$ cat src/rtl/smb_cfg_slave.sv
module smb_cfg_slave #(
  parameter logic [6:0] DEV_ADDR = 7'h69
) (
  input  logic        clk,
  input  logic        rst_n,
  input  logic        scl_i,
  input  logic        sda_i,
  output logic        sda_oe,
  input  logic [2:0]  fs_pin,
  input  logic        cpu_stop_pin,
  input  logic        pci_stop_pin,
  input  logic        mult_pin,
  output logic [55:0] cfg_o
);
  localparam int NREG = 7;
  localparam int NWR  = 6;
  localparam logic [8*NREG-1:0] DEF   = 56'hFF_00_3F_C7_7F_07_00;
  localparam logic [8*NREG-1:0] WMASK = 56'h00_FF_FF_FF_FF_7F_E7;

  typedef enum logic [2:0] {ST_IDLE, ST_RX, ST_RACK, ST_TX, ST_TACK} st_t;

  logic [1:0] scl_sy, sda_sy;
  logic       scl_q, sda_q;
  logic       scl_s, sda_s;
  logic       start_det, stop_det, scl_rise, scl_fall;
  st_t        st;
  logic [3:0] bitcnt, ptr;
  logic [7:0] sr, tx_byte;
  logic       rw, addr_ph, nack, boot;
  logic [8*NWR-1:0] regs;
  logic       st_idle;

  always_ff @(posedge clk or negedge rst_n)
    if (!rst_n) begin
      scl_sy <= 2'b11; sda_sy <= 2'b11; scl_q <= 1'b1; sda_q <= 1'b1;
    end else begin
      scl_sy <= {scl_sy[0], scl_i};
      sda_sy <= {sda_sy[0], sda_i};
      scl_q  <= scl_sy[1];
      sda_q  <= sda_sy[1];
    end

  assign scl_s     = scl_sy[1];
  assign sda_s     = sda_sy[1];
  assign start_det = scl_s & scl_q & sda_q & ~sda_s;
  assign stop_det  = scl_s & scl_q & ~sda_q & sda_s;
  assign scl_rise  = scl_s & ~scl_q;
  assign scl_fall  = ~scl_s & scl_q;
  assign st_idle   = (st == ST_IDLE);

  always_comb begin
    cfg_o = ({8'h00, regs} & WMASK) | (DEF & ~WMASK);
    cfg_o[4]  = cpu_stop_pin;
    cfg_o[3]  = pci_stop_pin;
    cfg_o[15] = mult_pin;
  end

  always_comb begin
    if (ptr == 4'd0)             tx_byte = 8'(NREG);
    else if (ptr <= 4'(NREG))    tx_byte = cfg_o[{ptr - 4'd1, 3'b000} +: 8];
    else                         tx_byte = 8'hFF;
  end

  always_ff @(posedge clk or negedge rst_n)
    if (!rst_n) begin
      st <= ST_IDLE; bitcnt <= '0; ptr <= '0; sr <= '0; rw <= 1'b0;
      addr_ph <= 1'b0; nack <= 1'b0; sda_oe <= 1'b0; boot <= 1'b1;
      regs <= DEF[8*NWR-1:0];
    end else begin
      boot <= 1'b0;
      if (boot) regs[2:0] <= fs_pin;
      if (start_det) begin
        st <= ST_RX; bitcnt <= '0; addr_ph <= 1'b1; ptr <= '0; sda_oe <= 1'b0;
      end else if (stop_det) begin
        st <= ST_IDLE; sda_oe <= 1'b0;
      end else begin
        case (st)
          ST_RX:
            if (scl_rise && bitcnt != 4'd8) begin
              sr <= {sr[6:0], sda_s};
              bitcnt <= bitcnt + 4'd1;
            end else if (scl_fall && bitcnt == 4'd8) begin
              addr_ph <= 1'b0;
              if (addr_ph) begin
                if (sr[7:1] == DEV_ADDR) begin
                  rw <= sr[0]; sda_oe <= 1'b1; st <= ST_RACK;
                end else st <= ST_IDLE;
              end else begin
                sda_oe <= 1'b1; st <= ST_RACK;
                if (ptr >= 4'd2 && ptr < 4'(2 + NWR))
                  regs[{ptr - 4'd2, 3'b000} +: 8] <= sr;
                if (ptr != 4'hF) ptr <= ptr + 4'd1;
              end
            end
          ST_RACK:
            if (scl_fall) begin
              bitcnt <= '0;
              if (rw) begin
                sr <= tx_byte; sda_oe <= ~tx_byte[7]; st <= ST_TX;
                if (ptr != 4'hF) ptr <= ptr + 4'd1;
              end else begin
                sda_oe <= 1'b0; st <= ST_RX;
              end
            end
          ST_TX:
            if (scl_fall) begin
              if (bitcnt == 4'd7) begin
                sda_oe <= 1'b0; st <= ST_TACK;
              end else begin
                sr <= {sr[6:0], 1'b0}; sda_oe <= ~sr[6]; bitcnt <= bitcnt + 4'd1;
              end
            end
          ST_TACK:
            if (scl_rise) nack <= sda_s;
            else if (scl_fall) begin
              if (nack) st <= ST_IDLE;
              else begin
                sr <= tx_byte; sda_oe <= ~tx_byte[7]; bitcnt <= '0; st <= ST_TX;
                if (ptr != 4'hF) ptr <= ptr + 4'd1;
              end
            end
          default: st <= ST_IDLE;
        endcase
      end
    end
endmodule

$ cat config.mk
export PLATFORM = sky130hd
export DESIGN_NAME = smb_cfg_slave
export DESIGN_NICKNAME = d
export VERILOG_FILES = /design/src/rtl/smb_cfg_slave.sv
export SDC_FILE = /design/constraint.sdc
export NUM_CORES = 1
export LEC_CHECK = 0
export BUFFER_PORTS_ARGS = -buffer_cell sky130_fd_sc_hd__buf_2
export CORE_MARGIN = 2
export CORE_UTILIZATION = 57
export DETAILED_ROUTE_END_ITERATION = 10
export HOLD_SLACK_MARGIN = 0.12
export MAX_ROUTING_LAYER = met4
export PLACE_DENSITY_LB_ADDON = 0.3
export SETUP_SLACK_MARGIN = 0.1
export SLEW_MARGIN = 20
export SYNTH_ARGS = -nofsm -noshare
export SYNTH_HDL_FRONTEND = slang
export SYNTH_SLANG_ARGS = --single-unit
$ cat constraint.sdc
create_clock -name clk -period 3.4 [get_ports clk]
set_input_delay 0.51 -clock clk [delete_from_list [all_inputs] [get_ports clk]]
set_output_delay 0.51 -clock clk [all_outputs]
set_load 0.01 [all_outputs]
==> flow_summary.json, run 1 <==
{
  "antenna_left": 0,
  "critPathBufInv": 1,
  "synth-edff-count": 0,
  "worstPathCellList": "inv_1 -> ha_1 -> xor2_1 -> nor3_1 -> nor4_1 -> o21ai_0 -> mux2_2",
  "place_congestion": 0.9084,
  "hold_viol": 0,
  "synth.cell_area_um2": 4413,
  "clk_latency_ns": 0.37,
  "routedWlPerCell_um": 18.13,
  "io_pins": 67,
  "n_fill_cell": 618,
  "setup_slack_ns": 0.3362,
  "cp.required_ns": 3.65,
  "crit_path_end_kind": "flip-flop",
  "period_needed_ns": 3.064,
  "r2r_slack_ns": 0.34,
  "r2r-start": "ptr[0]",
  "critPathTopFamily": "XOR/XNOR gates",
  "setup_viol": 0,
  "critical_path_class": "reg -> reg",
  "drive_gt1_share_pct": 26.26,
  "die_y_um": 91.99,
  "n_antenna_cell": 0,
  "cts.clk_slew.worst_paths_ns": 0.08,
  "synthAdderAreaFrac_pct": 3.402,
  "crit_cells": 7,
  "p_total_mw": 2.694,
  "powerDensity_nw_per_um2": 545.6,
  "gr-total-overflow": 0,
  "avgSynthCellArea_um2": 9.470,
  "cap_viol_max_count": 0,
  "fin_area_um2": 4937,
  "register_area_um2": 1912,
  "core-area_um2": 7607,
  "irDropWorstVdd_mv": 0.2445,
  "postCtsSetupBuffers": 0,
  "finalNetCount": 531,
  "clock.fmax_mhz": 326.4,
  "fin_crit_sh_pct": 90.11,
  "design.die.area_um2": 8462,
  "tightestPinTransition_ns": 1.105,
  "path_max_fanout": 14,
  "row_count": 32,
  "finalClockSkew_ns": 0.01242,
  "grt_pass1_vias": 3423,
  "vias_per_cell": 6.115,
  "portBuffers": 58,
  "worst_r2r_path_depth": 7,
  "wl_mm": 11.17,
  "start_util_pct": 58.01,
  "r2r_end": "sr[4]",
  "setup_tns_ns": 0,
  "cpPeakStageDelay_ns": 0.88,
  "yosys-mux-area-fraction_pct": 7.230,
  "synth_top_family_by_area": "simple AND/OR/NAND/NOR gates",
  "cts_tree": "done",
  "drt_iter0_drc": 278,
  "synth-compound-area-share_pct": 17.95,
  "numClockSinks": 75,
  "synth_cell_type_count": 60,
  "ys_seq_area_share_pct": 43.32,
  "slowest_stage": "xor2_1",
  "leakage_nw": 2.133,
  "syn_to_final_growth_pct": 11.88,
  "antenna_found_initial": 0,
  "drt_first_pass_iters": 7,
  "vias": 3767,
  "ys_ff_latch": 75,
  "place_hpwl_mm": 7.941,
  "post-place-cells": 600,
  "cp.arrival_ns": 3.31,
  "grt_pass1_wl_mm": 17.89,
  "slew_viol_final": 0,
  "htreeDepth": 3,
  "gr-usage-all-layers_pct": 28.14,
  "multi_input_area_um2": 2275,
  "die_x_um": 91.99,
  "cts_buffer_depth": 2,
  "yosysWarnings": 0,
  "max-slew-margin-rel_pct": 26.06,
  "status": "finished clean",
  "synth_cells": 466,
  "async_flop_share_pct": 100.0,
  "critPathLaunchType": "flip-flop",
  "synth-xor-area-share_pct": 1.389,
  "synth_ff_type": "dfrtp_1",
  "cts_root_buf": "clkbuf_8",
  "ctsHoldBuffers": 0,
  "placed_area_um2": 4673,
  "numCtsBuffers": 9,
  "rsz0062_at_grt": "false",
  "route.detailed.drc": 0,
  "dp_slack_ns": 0.5103,
  "synth-simple-area-share_pct": 20.10,
  "cts_resized": 0,
  "grt_start_max_net_pins": 76,
  "hold_class": "in -> async",
  "fin_cells": 616
}
[cell usage after synthesis, drive strengths merged (3+ instances only)]
cell,number,area share [%]
nor3,16,1.8
dfstp,28,17
nand3b,5,0.85
nand2b,8,1.1
o21ai,25,2.8
nor2,17,1.4
or3,5,0.71
nand4,3,0.43
a211o,3,0.60
a21oi,14,1.6
mux4,4,2.0
o2111ai,5,0.99
or3b,3,0.65
a31o,5,0.99
xnor2,4,0.79
nor4,5,0.71
a221oi,3,0.60
a211oi,4,0.68
o31ai,34,5.8
inv,18,1.5
dfrtp,47,27
clkbuf,14,1.2
or2,4,0.57
nand2,74,6.3
nand3,8,0.91
o21a,3,0.51
mux2,7,1.8
ha,12,3.4
mux2i,15,3.4
xor2,3,0.60
buf,23,3.7
nor2b,16,2.3
[placed cells by master (no fill, tap or decap), drive strengths merged, types with 3 or more instances in the layout]
cell type	synthesis	final
o21ai	25	25
nor2b	16	16
nand3b	5	5
a221oi	3	3
dfstp	28	28
xor2	3	3
buf	23	62
a21oi	14	14
or2	4	4
or3b	3	3
o31ai	34	34
ha	12	12
dfrtp	47	47
a211oi	4	4
xnor2	4	4
mux4	4	4
nor2	17	17
inv	18	20
nand3	8	8
o2111ai	5	5
clkbuf	14	10
nand2	74	74
mux2i	15	15
a211o	3	3
nor3	16	16
mux2	7	7
o21a	3	3
a31o	5	5
nand2b	8	8
or3	5	5
nand4	3	3
conb	2	9
nor4	5	5
[per-stage QoR]
stage	hold slack, ns	utilization, %
final	0.2466	64.90
after detailed placement	0.3468	61.43
after CTS	0.2483	64.49
after global routing	0.2329	64.90
after floorplan	0.2144	-
after global placement	0.3466	61.43
[worst reg2reg max path: cells and delay by family (launching register included)]
family	cells	cell delay, ns
and+or+nand+nor	2	0.60
buffers and inverters	1	0.31
muxes	1	0.29
xor gates and xnor gates	1	0.88
AOI/OAI and AO/OA	1	0.17
DFF	1	0.39
adders and majority gates	1	0.32
[registers in the layout (all words and copies together), names as in the netlist]
| signal | cells |
|---|---|
| sda_oe | 1 |
| sr | 8 |
| ptr | 4 |
| regs | 45 |
| boot | 1 |
| st | 3 |
| scl_q | 1 |
| addr_ph | 1 |
| nack | 1 |
| rw | 1 |
| sda_sy | 2 |
| sda_q | 1 |
| scl_sy | 2 |
| bitcnt | 4 |
[power by group]
| group | total, mW | internal [mW] | switching, mW |
|---|---|---|---|
| Sequential | 1.15 | 0.993 | 0.154 |
| Combinational | 0.747 | 0.291 | 0.456 |
| Clock | 0.799 | 0.441 | 0.358 |
| Total | 2.69 | 1.73 | 0.969 |
[worst max path at each step]
stage                       from  slack [ns]     to
after floorplan           ptr[0]        0.35  sr[3]
after global placement    ptr[0]        0.54  sr[3]
after detailed placement  ptr[0]        0.51  sr[3]
after CTS                 ptr[0]        0.50  sr[3]
after global routing      ptr[0]        0.15  sr[3]
final                     ptr[0]        0.34  sr[4]
[layout make-up]
type / instances / share of cell area [%]
multi-input combinational: 343 / 46.07
sequential: 75 / 38.72
timing repair buffer: 62 / 6.538
clock buffer: 10 / 2.788
tap: 102 / 2.585
clock inverter: 6 / 1.926
inverter: 18 / 1.368
[cells by family (layout without fill, tap and decap cells)]
group	after synthesis	in the layout
AND/OR/NAND/NOR	175	175
AO/OA/AOI/OAI	114	114
flip-flops	75	75
buffers and inverters	55	96
multiplexers	26	26
adder cells (fa/ha/maj)	12	12
XOR/XNOR	7	7
other	2	9
[routing by layer]
layer / wire length [um] / track usage, % / up-vias
met5: 0 / - / -
li1: - / - / 1754
met4: 187 / 9.204 / 0
met3: 900 / 5.998 / 23
met2: 5096 / 39.89 / 168
met1: 4986 / 40.62 / 1822
Power figures use the tool's default switching activity.
==> inputs of run 2 (changes only) <==
- CORE_UTILIZATION: 57 -> 30
==> flow_summary.json, run 2 (synthesis gave the netlist of run 1 again) <==
{
  "die_x_um": 125.3,
  "reg_top3": "regs: 45 flops, sr: 8 flops",
  "cp.required_ns": 3.63,
  "wl_mm": 12.71,
  "numCtsBuffers": 9,
  "finalClockSkew_ns": 0.007254,
  "drt_iter0_drc": 251,
  "critical_path_class": "reg -> reg",
  "hold_class": "in -> reg",
  "vias": 3683,
  "irDropWorstVdd_mv": 0.2270,
  "gr-usage-all-layers_pct": 17.17,
  "cts_resized": 0,
  "powerDensity_nw_per_um2": 544.8,
  "leakage_nw": 2.166,
  "fin_crit_sh_pct": 82.25,
  "setup_slack_ns": 0.6034,
  "period_needed_ns": 2.797,
  "cpPeakStageDelay_ns": 0.80,
  "cts_buffer_depth": 2,
  "core-area_um2": 14480,
  "holdWs_ns": 0.2701,
  "regMostFlops": "regs",
  "drive_gt1_share_pct": 25.68,
  "start_util_pct": 30.48,
  "place_hpwl_mm": 9.151,
  "setup_tns_ns": 0,
  "n_antenna_cell": 0,
  "cts_root_buf": "clkbuf_16",
  "die_y_um": 125.3,
  "slew_viol_final": 0,
  "slowest_stage": "xor2_1",
  "syn_to_final_growth_pct": 15.45,
  "routedWlPerCell_um": 18.11,
  "antenna_left": 0,
  "finalNetCount": 535,
  "setup_viol": 0,
  "vias_per_cell": 5.246,
  "rsz0062_at_grt": "false",
  "dp_slack_ns": 0.6441,
  "cts.clk_slew.worst_paths_ns": 0.06,
  "cp.arrival_ns": 3.02,
  "postCtsSetupBuffers": 0,
  "fin_area_um2": 5095,
  "row_count": 44,
  "cts_tree": "done",
  "worstPathCellList": "inv_1 -> ha_1 -> xor2_1 -> nor3_1 -> nor4_1 -> o22ai_1 -> mux2_2",
  "cap_viol_max_count": 0,
  "max-slew-margin-rel_pct": 33.54,
  "gr-total-overflow": 0,
  "largest_register_ff_count": 45,
  "final_common_cell": "nand2_1",
  "clock.fmax_mhz": 357.6,
  "io_pins": 67,
  "placed_area_um2": 4806,
  "grt_pass1_wl_mm": 20.44,
  "status": "finished clean",
  "path_max_fanout": 14,
  "antenna_found_initial": 0,
  "clk_latency_ns": 0.34,
  "critPathLaunchType": "flip-flop",
  "crit_path_end_kind": "flip-flop",
  "htreeDepth": 3,
  "grt_start_max_net_pins": 76,
  "ctsHoldBuffers": 0,
  "drt_first_pass_iters": 4,
  "p_total_mw": 2.776,
  "tightestPinTransition_ns": 0.9935,
  "hold_viol": 0,
  "place_congestion": 0.8971,
  "numClockSinks": 75,
  "layout_common_cells": "nand2_1, buf_2, dfrtp_1",
  "grt_pass1_vias": 3630,
  "portBuffers": 58,
  "design.die.area_um2": 15700,
  "route.detailed.drc": 0
}
run 2: cell types whose count changed in the layout (fill, tap and decap cells not counted), sizes merged:
cell | previous run | this run
buf | 62 | 66
clkbuf | 10 | 14
bufinv | 2 | 0
inv | 20 | 18
clkinv | 2 | 1
clkinvlp | 0 | 1
run 2: area by class of cell:
cell class | instances | area, um^2
fillers | 1507 | 9384
multi-input cells | 343 | 2256
flip-flops and latches | 75 | 1912
repair buffers | 66 | 352.8
clock buffers | 14 | 264.0
well taps | 184 | 230.2
inverters | 18 | 67.56
clock inverters | 2 | 12.51
run 2: stage by stage:
step | instances | utilization (%)
floorplan | 473 | -
global placement | 686 | 33.19
detailed placement | 686 | 33.19
CTS | 702 | 35.10
global route | 702 | 35.19
finish | 702 | 35.19
run 2: power breakdown:
group	switching (mW)	internal, mW	total [mW]
clock	0.357	0.533	0.891
sequential	0.150	0.995	1.15
combinational	0.449	0.290	0.740
run 2: path summary, 6_finish.rpt:
kind,slack (ns),startpoint,endpoint,depth (start not counted)
min in group asynchronous,0.30,rst_n,bitcnt[0],1
hold / removal,0.27,scl_i,scl_sy[0],1
hold reg to reg,0.35,scl_sy[0],scl_sy[1],0
setup / recovery,0.60,ptr[0],sr[3],7
setup reg to reg,0.60,ptr[0],sr[3],7
max in group asynchronous,2.42,rst_n,st[2],1
run 2: critical path: cells and delay by family, from the launching register on:
kind | cells | cell delay (ns)
buffers and inverters | 1 | 0.32
muxes | 1 | 0.28
AOI/OAI and AO/OA | 1 | 0.13
DFF | 1 | 0.37
adders and majority gates | 1 | 0.30
xor gates and xnor gates | 1 | 0.80
and+or+nand+nor | 2 | 0.49
run 2: per-layer routing:
| layer | GRT usage [%] | wire length [um] | share of wire, % |
|---|---|---|---|
| met1 | 22.08 | 5687 | 45 |
| met2 | 27.05 | 6059 | 48 |
| met3 | 2.525 | 581 | 4.6 |
| met4 | 7.451 | 384 | 3.0 |
| met5 | - | 0 | 0 |
